## src/rtl/nvm_seq_pkg.sv

```systemverilog
package nvm_seq_pkg;

  typedef enum logic [1:0] {
    OP_PROG = 2'd0,
    OP_SECT = 2'd1,
    OP_BLK  = 2'd2,
    OP_CHIP = 2'd3
  } nvm_op_e;

  typedef enum logic [2:0] {
    ST_IDLE,
    ST_WR,
    ST_GAP,
    ST_RD,
    ST_CAP,
    ST_FIN
  } nvm_st_e;

  typedef enum logic [1:0] {
    PH_CMD,
    PH_POLL,
    PH_CONF
  } nvm_ph_e;

  localparam logic [14:0] UNLK_ADR_A = 15'h5555;
  localparam logic [14:0] UNLK_ADR_B = 15'h2AAA;
  localparam logic [7:0]  KEY_1      = 8'hAA;
  localparam logic [7:0]  KEY_2      = 8'h55;
  localparam logic [7:0]  CMD_PROG   = 8'hA0;
  localparam logic [7:0]  CMD_ERSU   = 8'h80;
  localparam logic [7:0]  CMD_SECT   = 8'h30;
  localparam logic [7:0]  CMD_BLK    = 8'h50;
  localparam logic [7:0]  CMD_CHIP   = 8'h10;

endpackage

```

## src/rtl/nvm_seq_cmd.sv

```systemverilog
module nvm_seq_cmd
  import nvm_seq_pkg::*;
#(
  parameter int AW = 19,
  parameter int DW = 16
) (
  input  nvm_op_e       op,
  input  logic [2:0]    step,
  input  logic [AW-1:0] tgt_addr,
  input  logic [DW-1:0] tgt_data,
  output logic [AW-1:0] bus_addr,
  output logic [DW-1:0] bus_data,
  output logic          is_last
);

  localparam logic [AW-1:0] ADR_A = AW'(UNLK_ADR_A);
  localparam logic [AW-1:0] ADR_B = AW'(UNLK_ADR_B);

  always_comb begin
    bus_addr = ADR_A;
    bus_data = '0;
    if (op == OP_PROG) begin
      is_last = (step == 3'd3);
      case (step)
        3'd0:    bus_data = DW'(KEY_1);
        3'd1:    begin bus_addr = ADR_B; bus_data = DW'(KEY_2); end
        3'd2:    bus_data = DW'(CMD_PROG);
        default: begin bus_addr = tgt_addr; bus_data = tgt_data; end
      endcase
    end else begin
      is_last = (step == 3'd5);
      case (step)
        3'd0:    bus_data = DW'(KEY_1);
        3'd1:    begin bus_addr = ADR_B; bus_data = DW'(KEY_2); end
        3'd2:    bus_data = DW'(CMD_ERSU);
        3'd3:    bus_data = DW'(KEY_1);
        3'd4:    begin bus_addr = ADR_B; bus_data = DW'(KEY_2); end
        default: begin
          case (op)
            OP_SECT: begin bus_addr = tgt_addr; bus_data = DW'(CMD_SECT); end
            OP_BLK:  begin bus_addr = tgt_addr; bus_data = DW'(CMD_BLK);  end
            default: bus_data = DW'(CMD_CHIP);
          endcase
        end
      endcase
    end
  end

endmodule

```

## src/rtl/nvm_seq_judge.sv

```systemverilog
module nvm_seq_judge #(
  parameter int DW = 16
) (
  input  logic [DW-1:0] rd_data,
  input  logic          prev_b6,
  input  logic          is_prog,
  input  logic          exp_b7,
  output logic          b6_same,
  output logic          data_ok
);

  always_comb begin
    b6_same = (rd_data[6] == prev_b6);
    data_ok = is_prog ? (rd_data[7] == exp_b7) : (&rd_data);
  end

endmodule

```

## src/rtl/nvm_seq_tmo.sv

```systemverilog
module nvm_seq_tmo #(
  parameter int CYC_PER_US = 50
) (
  input  logic clk,
  input  logic rst_n,
  input  logic clr,
  input  logic run,
  input  logic is_prog,
  input  logic is_chip,
  output logic expired
);

  localparam int LIM_PROG  = 32 * CYC_PER_US;
  localparam int LIM_ERASE = 32000 * CYC_PER_US;
  localparam int LIM_CHIP  = 128000 * CYC_PER_US;
  localparam int TW        = $clog2(LIM_CHIP + 1);

  logic [TW-1:0] cnt_q, cnt_d, lim;

  always_comb begin
    lim = is_prog ? TW'(LIM_PROG) : (is_chip ? TW'(LIM_CHIP) : TW'(LIM_ERASE));
    expired = (cnt_q >= lim);
    cnt_d = cnt_q;
    if (clr)                 cnt_d = '0;
    else if (run && !expired) cnt_d = cnt_q + 1'b1;
  end

  always_ff @(posedge clk or negedge rst_n) begin
    if (!rst_n) cnt_q <= '0;
    else        cnt_q <= cnt_d;
  end

  a_r9_clear_in_idle: assert property (@(posedge clk) disable iff (!rst_n)
    clr |=> !expired);

endmodule

```

## src/rtl/nvm_wr_seq.sv

```systemverilog
module nvm_wr_seq
  import nvm_seq_pkg::*;
#(
  parameter int AW         = 19,
  parameter int DW         = 16,
  parameter int CYC_PER_US = 50,
  parameter int RD_GAP     = 4
) (
  input  logic          clk,
  input  logic          rst_n,
  input  logic          req_valid,
  output logic          req_ready,
  input  logic [1:0]    req_op,
  input  logic [AW-1:0] req_addr,
  input  logic [DW-1:0] req_data,
  output logic          done,
  output logic          err,
  output logic          mem_wr,
  output logic          mem_rd,
  output logic [AW-1:0] mem_addr,
  output logic [DW-1:0] mem_wdata,
  input  logic [DW-1:0] mem_rdata
);

  localparam int GW = (RD_GAP > 1) ? $clog2(RD_GAP) : 1;

  nvm_st_e       st_q, st_d;
  nvm_ph_e       ph_q, ph_d;
  nvm_op_e       op_q, op_d;
  logic [AW-1:0] addr_q, addr_d;
  logic [DW-1:0] data_q, data_d;
  logic [2:0]    step_q, step_d;
  logic [GW-1:0] gap_q, gap_d;
  logic          p6_q, p6_d, hp_q, hp_d, cf_q, cf_d, bad_q, bad_d, err_q, err_d;

  logic [AW-1:0] cmd_addr;
  logic [DW-1:0] cmd_data;
  logic          cmd_last, b6_same, data_ok, tmo_exp;

  nvm_seq_cmd #(.AW(AW), .DW(DW)) u_cmd (
    .op(op_q), .step(step_q), .tgt_addr(addr_q), .tgt_data(data_q),
    .bus_addr(cmd_addr), .bus_data(cmd_data), .is_last(cmd_last)
  );

  nvm_seq_judge #(.DW(DW)) u_judge (
    .rd_data(mem_rdata), .prev_b6(p6_q), .is_prog(op_q == OP_PROG),
    .exp_b7(data_q[7]), .b6_same(b6_same), .data_ok(data_ok)
  );

  nvm_seq_tmo #(.CYC_PER_US(CYC_PER_US)) u_tmo (
    .clk(clk), .rst_n(rst_n), .clr(st_q == ST_IDLE), .run(ph_q == PH_POLL),
    .is_prog(op_q == OP_PROG), .is_chip(op_q == OP_CHIP), .expired(tmo_exp)
  );

  always_comb begin
    req_ready = (st_q == ST_IDLE);
    done      = (st_q == ST_FIN);
    err       = done & err_q;
    mem_wr    = (st_q == ST_WR);
    mem_rd    = (st_q == ST_RD);
    mem_addr  = mem_wr ? cmd_addr : addr_q;
    mem_wdata = mem_wr ? cmd_data : '0;
  end

  always_comb begin
    st_d = st_q;  ph_d = ph_q;  op_d = op_q;  addr_d = addr_q;  data_d = data_q;
    step_d = step_q;  gap_d = gap_q;  p6_d = p6_q;  hp_d = hp_q;
    cf_d = cf_q;  bad_d = bad_q;  err_d = err_q;
    case (st_q)
      ST_IDLE: if (req_valid) begin
        op_d = nvm_op_e'(req_op);  addr_d = req_addr;  data_d = req_data;
        step_d = '0;  ph_d = PH_CMD;  hp_d = 1'b0;  cf_d = 1'b0;
        bad_d = 1'b0;  err_d = 1'b0;  st_d = ST_WR;
      end
      ST_WR: begin
        step_d = step_q + 1'b1;
        if (cmd_last) ph_d = PH_POLL;
        gap_d = GW'(RD_GAP - 1);
        st_d  = ST_GAP;
      end
      ST_GAP: begin
        if (gap_q == '0) st_d = (ph_q == PH_CMD) ? ST_WR : ST_RD;
        else             gap_d = gap_q - 1'b1;
      end
      ST_RD: st_d = ST_CAP;
      ST_CAP: begin
        gap_d = GW'(RD_GAP - 1);
        st_d  = ST_GAP;
        if (ph_q == PH_POLL) begin
          p6_d = mem_rdata[6];
          hp_d = 1'b1;
          if (hp_q && b6_same) ph_d = PH_CONF;
          else if (tmo_exp) begin err_d = 1'b1; st_d = ST_FIN; end
        end else begin
          bad_d = bad_q | ~data_ok;
          cf_d  = 1'b1;
          if (cf_q) begin err_d = bad_q | ~data_ok; st_d = ST_FIN; end
        end
      end
      default: st_d = ST_IDLE;
    endcase
  end

  always_ff @(posedge clk or negedge rst_n) begin
    if (!rst_n) begin
      st_q <= ST_IDLE;  ph_q <= PH_CMD;  op_q <= OP_PROG;
      addr_q <= '0;  data_q <= '0;  step_q <= '0;  gap_q <= '0;
      p6_q <= 1'b0;  hp_q <= 1'b0;  cf_q <= 1'b0;  bad_q <= 1'b0;  err_q <= 1'b0;
    end else begin
      st_q <= st_d;  ph_q <= ph_d;  op_q <= op_d;
      addr_q <= addr_d;  data_q <= data_d;  step_q <= step_d;  gap_q <= gap_d;
      p6_q <= p6_d;  hp_q <= hp_d;  cf_q <= cf_d;  bad_q <= bad_d;  err_q <= err_d;
    end
  end

  a_r1_take_drops_ready: assert property (@(posedge clk) disable iff (!rst_n)
    (req_valid && req_ready) |=> !req_ready);

  a_r2_first_unlock: assert property (@(posedge clk) disable iff (!rst_n)
    (mem_wr && step_q == 3'd0) |-> (mem_addr == AW'(15'h5555) && mem_wdata == DW'(8'hAA)));

  a_r5_no_overlap: assert property (@(posedge clk) disable iff (!rst_n)
    !(mem_wr && mem_rd));

  a_r6_poll_target: assert property (@(posedge clk) disable iff (!rst_n)
    mem_rd |-> (mem_addr == addr_q && ph_q != PH_CMD));

  a_r10_busy_hold: assert property (@(posedge clk) disable iff (!rst_n)
    (req_valid && !req_ready) |=> ($stable(op_q) && $stable(addr_q) && $stable(data_q)));

  a_r11_done_single: assert property (@(posedge clk) disable iff (!rst_n)
    done |=> !done);

endmodule

```

## config.mk

```make
export PLATFORM = sky130hd
export DESIGN_NAME = nvm_wr_seq
export DESIGN_NICKNAME = d
export VERILOG_FILES = /design/src/rtl/nvm_seq_pkg.sv /design/src/rtl/nvm_seq_cmd.sv /design/src/rtl/nvm_seq_judge.sv /design/src/rtl/nvm_seq_tmo.sv /design/src/rtl/nvm_wr_seq.sv
export SDC_FILE = /design/constraint.sdc
export NUM_CORES = 1
export LEC_CHECK = 0
export CAP_MARGIN = 40
export CORE_UTILIZATION = 40
export DETAILED_ROUTE_END_ITERATION = 10
export DONT_BUFFER_PORTS = 1
export GPL_ROUTABILITY_DRIVEN = 0
export PLACE_DENSITY = 0.66
export SLEW_MARGIN = 20
export SYNTH_ARGS = -nofsm -noshare
export SYNTH_HDL_FRONTEND = slang
export SYNTH_SLANG_ARGS = --single-unit
```

## constraint.sdc

```tcl
create_clock -name clk -period 2.8 [get_ports clk]
set_input_delay 0.14 -clock clk [delete_from_list [all_inputs] [get_ports clk]]
set_output_delay 0.14 -clock clk [all_outputs]
set_load 0.03 [all_outputs]
```

==> flow_summary.yaml <==
worst_hold_path:
  worstHoldPathType: "primary input to flop"
  hold_depth: 2
route:
  via_per_inst: 5.634
  route.vias.total: 3792
  dr.pass1.iters: 6
  drt-wirelength-per-cell_um: 16.79
  drt-initial-drc-count: 293
  wirelength_um: 11300
  drc: 0
  detail-route-antenna-nets: 0
synthesis:
  netlist_area_mm2: 0.004360
  synth_fp_nets: 541
  synth_edf_count: 0
  ys_ff_latch: 75
  avgSynthCellArea_um2: 9.438
  yosys_warnings: 0
  yosys_most_used_dff: "dfrtp_1"
  synth.distinct_cells: 49
  synthCells: 462
  synth.yosys.seq_area_share: 0.4304
  synthArstFlopShare: 1.000
grt:
  grt_start_max_net_pins: 76
  grt_overflow: 0
  grt_pass1_wl_um: 18840
  antenna_found_initial: 0
  first_global_vias: 3824
  grtUsageTotal: 0.2080
setup_path:
  crit_required_ns: 3.08
  r2r_cells: 11
  start_kind: "flop"
  crit_fanout: 8
  cp-end-kind: "flop"
  arrival_ns: 3.07
  crit_type: "flop to flop"
  crit_path_cell_trace: "ha_2 -> inv_2 -> ha_4 -> a2111oi_4 -> nor2_2 -> nor4b_2 -> o211ai_2 -> buf_12 -> buf_6 -> or3_4 -> a21oi_2"
  max_stage_delay_ns: 0.43
  critPathSlowestCell: "dfrtp_1"
run_status:
  outcome: "finished, final reports clean"
finish:
  nets: 611
  fin_area_mm2: 0.005685
  drive_gt1_frac: 0.2775
  diodes: 0
  area.growth.synth_to_final_pct: 30.39
clock_network:
  htree_levels: 3
  clock_latency_ns: 0.36
  numCtsBuffers: 9
  ctsRootBufferMaster: "clkbuf_8"
  cts_buffer_depth: 2
  cts_tree: "built"
  cts.sinks: 75
  clk_pin_slew_ns: 0.09
timing:
  hold_violations: 0
  hold_slack_ns: 0.02032
  setup_viol: 0
  setup_slack_ns: 0.01291
  fin_setup_tns_ns: 0
  min_period_ns: 2.787
  rsz0062_at_grt: "true"
  relSlewSlack: 0.5927
  clock_skew_ns: 0.01449
  period_share: 0.9954
  worst_slew_pin_slew_ns: 0.6088
  fmax_ghz: 0.3588
  drv_slew: 0
place:
  dpl_cell_area_mm2: 0.004687
  place_ws_ns: -0.09142
  portBuffers: 0
  place_hpwl_um: 7540
power_and_ir_drop:
  irDropWorstVdd_uv: 621.1
  totalPowerFinal_uw: 5895
  power_leakage_uw: 0.002470
  power_density_mw_per_mm2: 1037
floorplan:
  coreArea_mm2: 0.01046
  row_count: 37
  dieArea_mm2: 0.01132
  fp.dieH_um: 106.4
  die_x_um: 106.4
  initial_core_util: 0.4168
  ios: 96
run:
  cap_viol_max_count: 0
[cells in the final DEF (no fill, tap or decap), types with 5 or more instances in the layout]
cell type	instances
buf_4	32
o21ai_1	11
a21oi_1	21
and3_1	10
nor2_1	21
a21o_1	8
mux2_2	31
dfrtp_1	74
nand2_1	54
and2_2	5
nand3_1	17
inv_1	15
and2_1	11
buf_6	5
ha_4	6
dlygate4sd3_1	39
mux2_1	8
or3_4	8
o21ai_0	12
nand4_1	7
a21oi_2	15
nor3_1	7
a31oi_1	5
or4_4	5
clkbuf_8	9
or3_1	6
ha_1	16
[cell usage after synthesis, types with 3 or more instances]
cell	instances	area [µm²]
and2_1	15	93.84
nor2b_1	3	18.77
o21ai_1	8	40.04
nand3_1	17	85.08
nand4_1	7	43.79
mux2i_1	3	30.03
mux2_1	8	90.09
inv_1	19	71.32
ha_1	23	287.8
a21o_1	8	60.06
a21oi_1	36	180.2
a31oi_1	5	31.28
nor4_1	3	18.77
or4_1	9	67.56
nor3_1	7	35.03
nand2_1	56	210.2
o21ai_0	17	85.08
o31ai_1	7	52.55
a211oi_1	5	37.54
or3_1	14	87.58
o211ai_1	4	30.03
nand2b_1	4	25.02
mux2_2	31	349.1
clkbuf_1	16	60.06
o22ai_1	3	18.77
dfrtp_1	75	1877
and3_1	10	62.56
nor2_1	22	82.58
[metrics by stage]
stage | instances | utilization
after detailed placement | 606 | 0.4480
after CTS | 672 | 0.5200
after floorplan | 462 | -
after global placement | 606 | 0.4480
final | 673 | 0.5434
after global routing | 673 | 0.5434
[where the power goes]
part           internal, µW  switching (µW)  total [µW]
registers              1450             283        1740
clock network           345             472         817
logic                  1320            2030        3340
[final timing paths]
path,end,start,slack [ns]
max in group asynchronous,step_q[0],rst_n,2.12
setup / recovery,u_tmo.cnt_q[5],op_q[1],0.01
hold reg to reg,hp_q,hp_q,0.48
hold / removal,st_q[0],req_valid,0.02
min in group asynchronous,u_tmo.cnt_q[22],rst_n,0.33
setup reg to reg,u_tmo.cnt_q[5],op_q[1],0.01
[cells by family after synthesis]
group                      count (synthesis)  share of synthesized area
AOI/OAI and AO/OA                        103                     0.1446
xor gates and xnor gates                   4                   0.008036
adders and majority gates                 23                    0.06600
buffers and inverters                     41                    0.03759
DFF                                       75                     0.4304
muxes                                     42                     0.1076
and+or+nand+nor                          174                     0.2057
[flip-flops by register name, summed over array words and instances, names as in the netlist]
| register | count |
|---|---|
| addr_q | 19 |
| bad_q | 1 |
| cf_q | 1 |
| data_q | 16 |
| err_q | 1 |
| gap_q | 2 |
| hp_q | 1 |
| op_q | 2 |
| p6_q | 1 |
| ph_q | 2 |
| st_q | 3 |
| step_q | 3 |
| u_tmo.cnt_q | 23 |
[critical path: cells and delay by family, from the launching register on]
| family | cells | cell delay [ns] |
|---|---|---|
| buffers and inverters | 3 | 0.39 |
| adders and majority gates | 2 | 0.42 |
| DFF | 1 | 0.43 |
| and+or+nand+nor | 3 | 0.79 |
| AOI/OAI and AO/OA | 3 | 0.70 |
[timing repair]
action | 4_1_cts | 5_1_grt
pin swaps | 4 | 42
setup buffers | 9 | 2
gates resized for setup | 7 | 65
gates cloned | 1 | 0
hold buffers | 40 | 0
endpoints found under the setup margin | 4 | 39
endpoints found under the hold margin | 113 | 0
[per-layer routing]
| layer | part of all wire | vias to the layer above | track usage |
|---|---|---|---|
| met5 | 0 | - | 0 |
| met2 | 0.50 | 100 | 0.3428 |
| met1 | 0.44 | 1869 | 0.2770 |
| met3 | 0.040 | 16 | 0.03250 |
| li1 | - | 1807 | - |
| met4 | 0.016 | 0 | 0.07436 |
[area by class of cell]
class,instances,area (µm²)
fill,937,4777
multi-input combinational,346,2599
inverter,20,75.07
clock inverter,7,65.06
tap,136,170.2
timing repair buffer,80,774.5
sequential,75,1878
clock buffer,9,123.9
No activity file was read; power rests on OpenSTA's default activity.
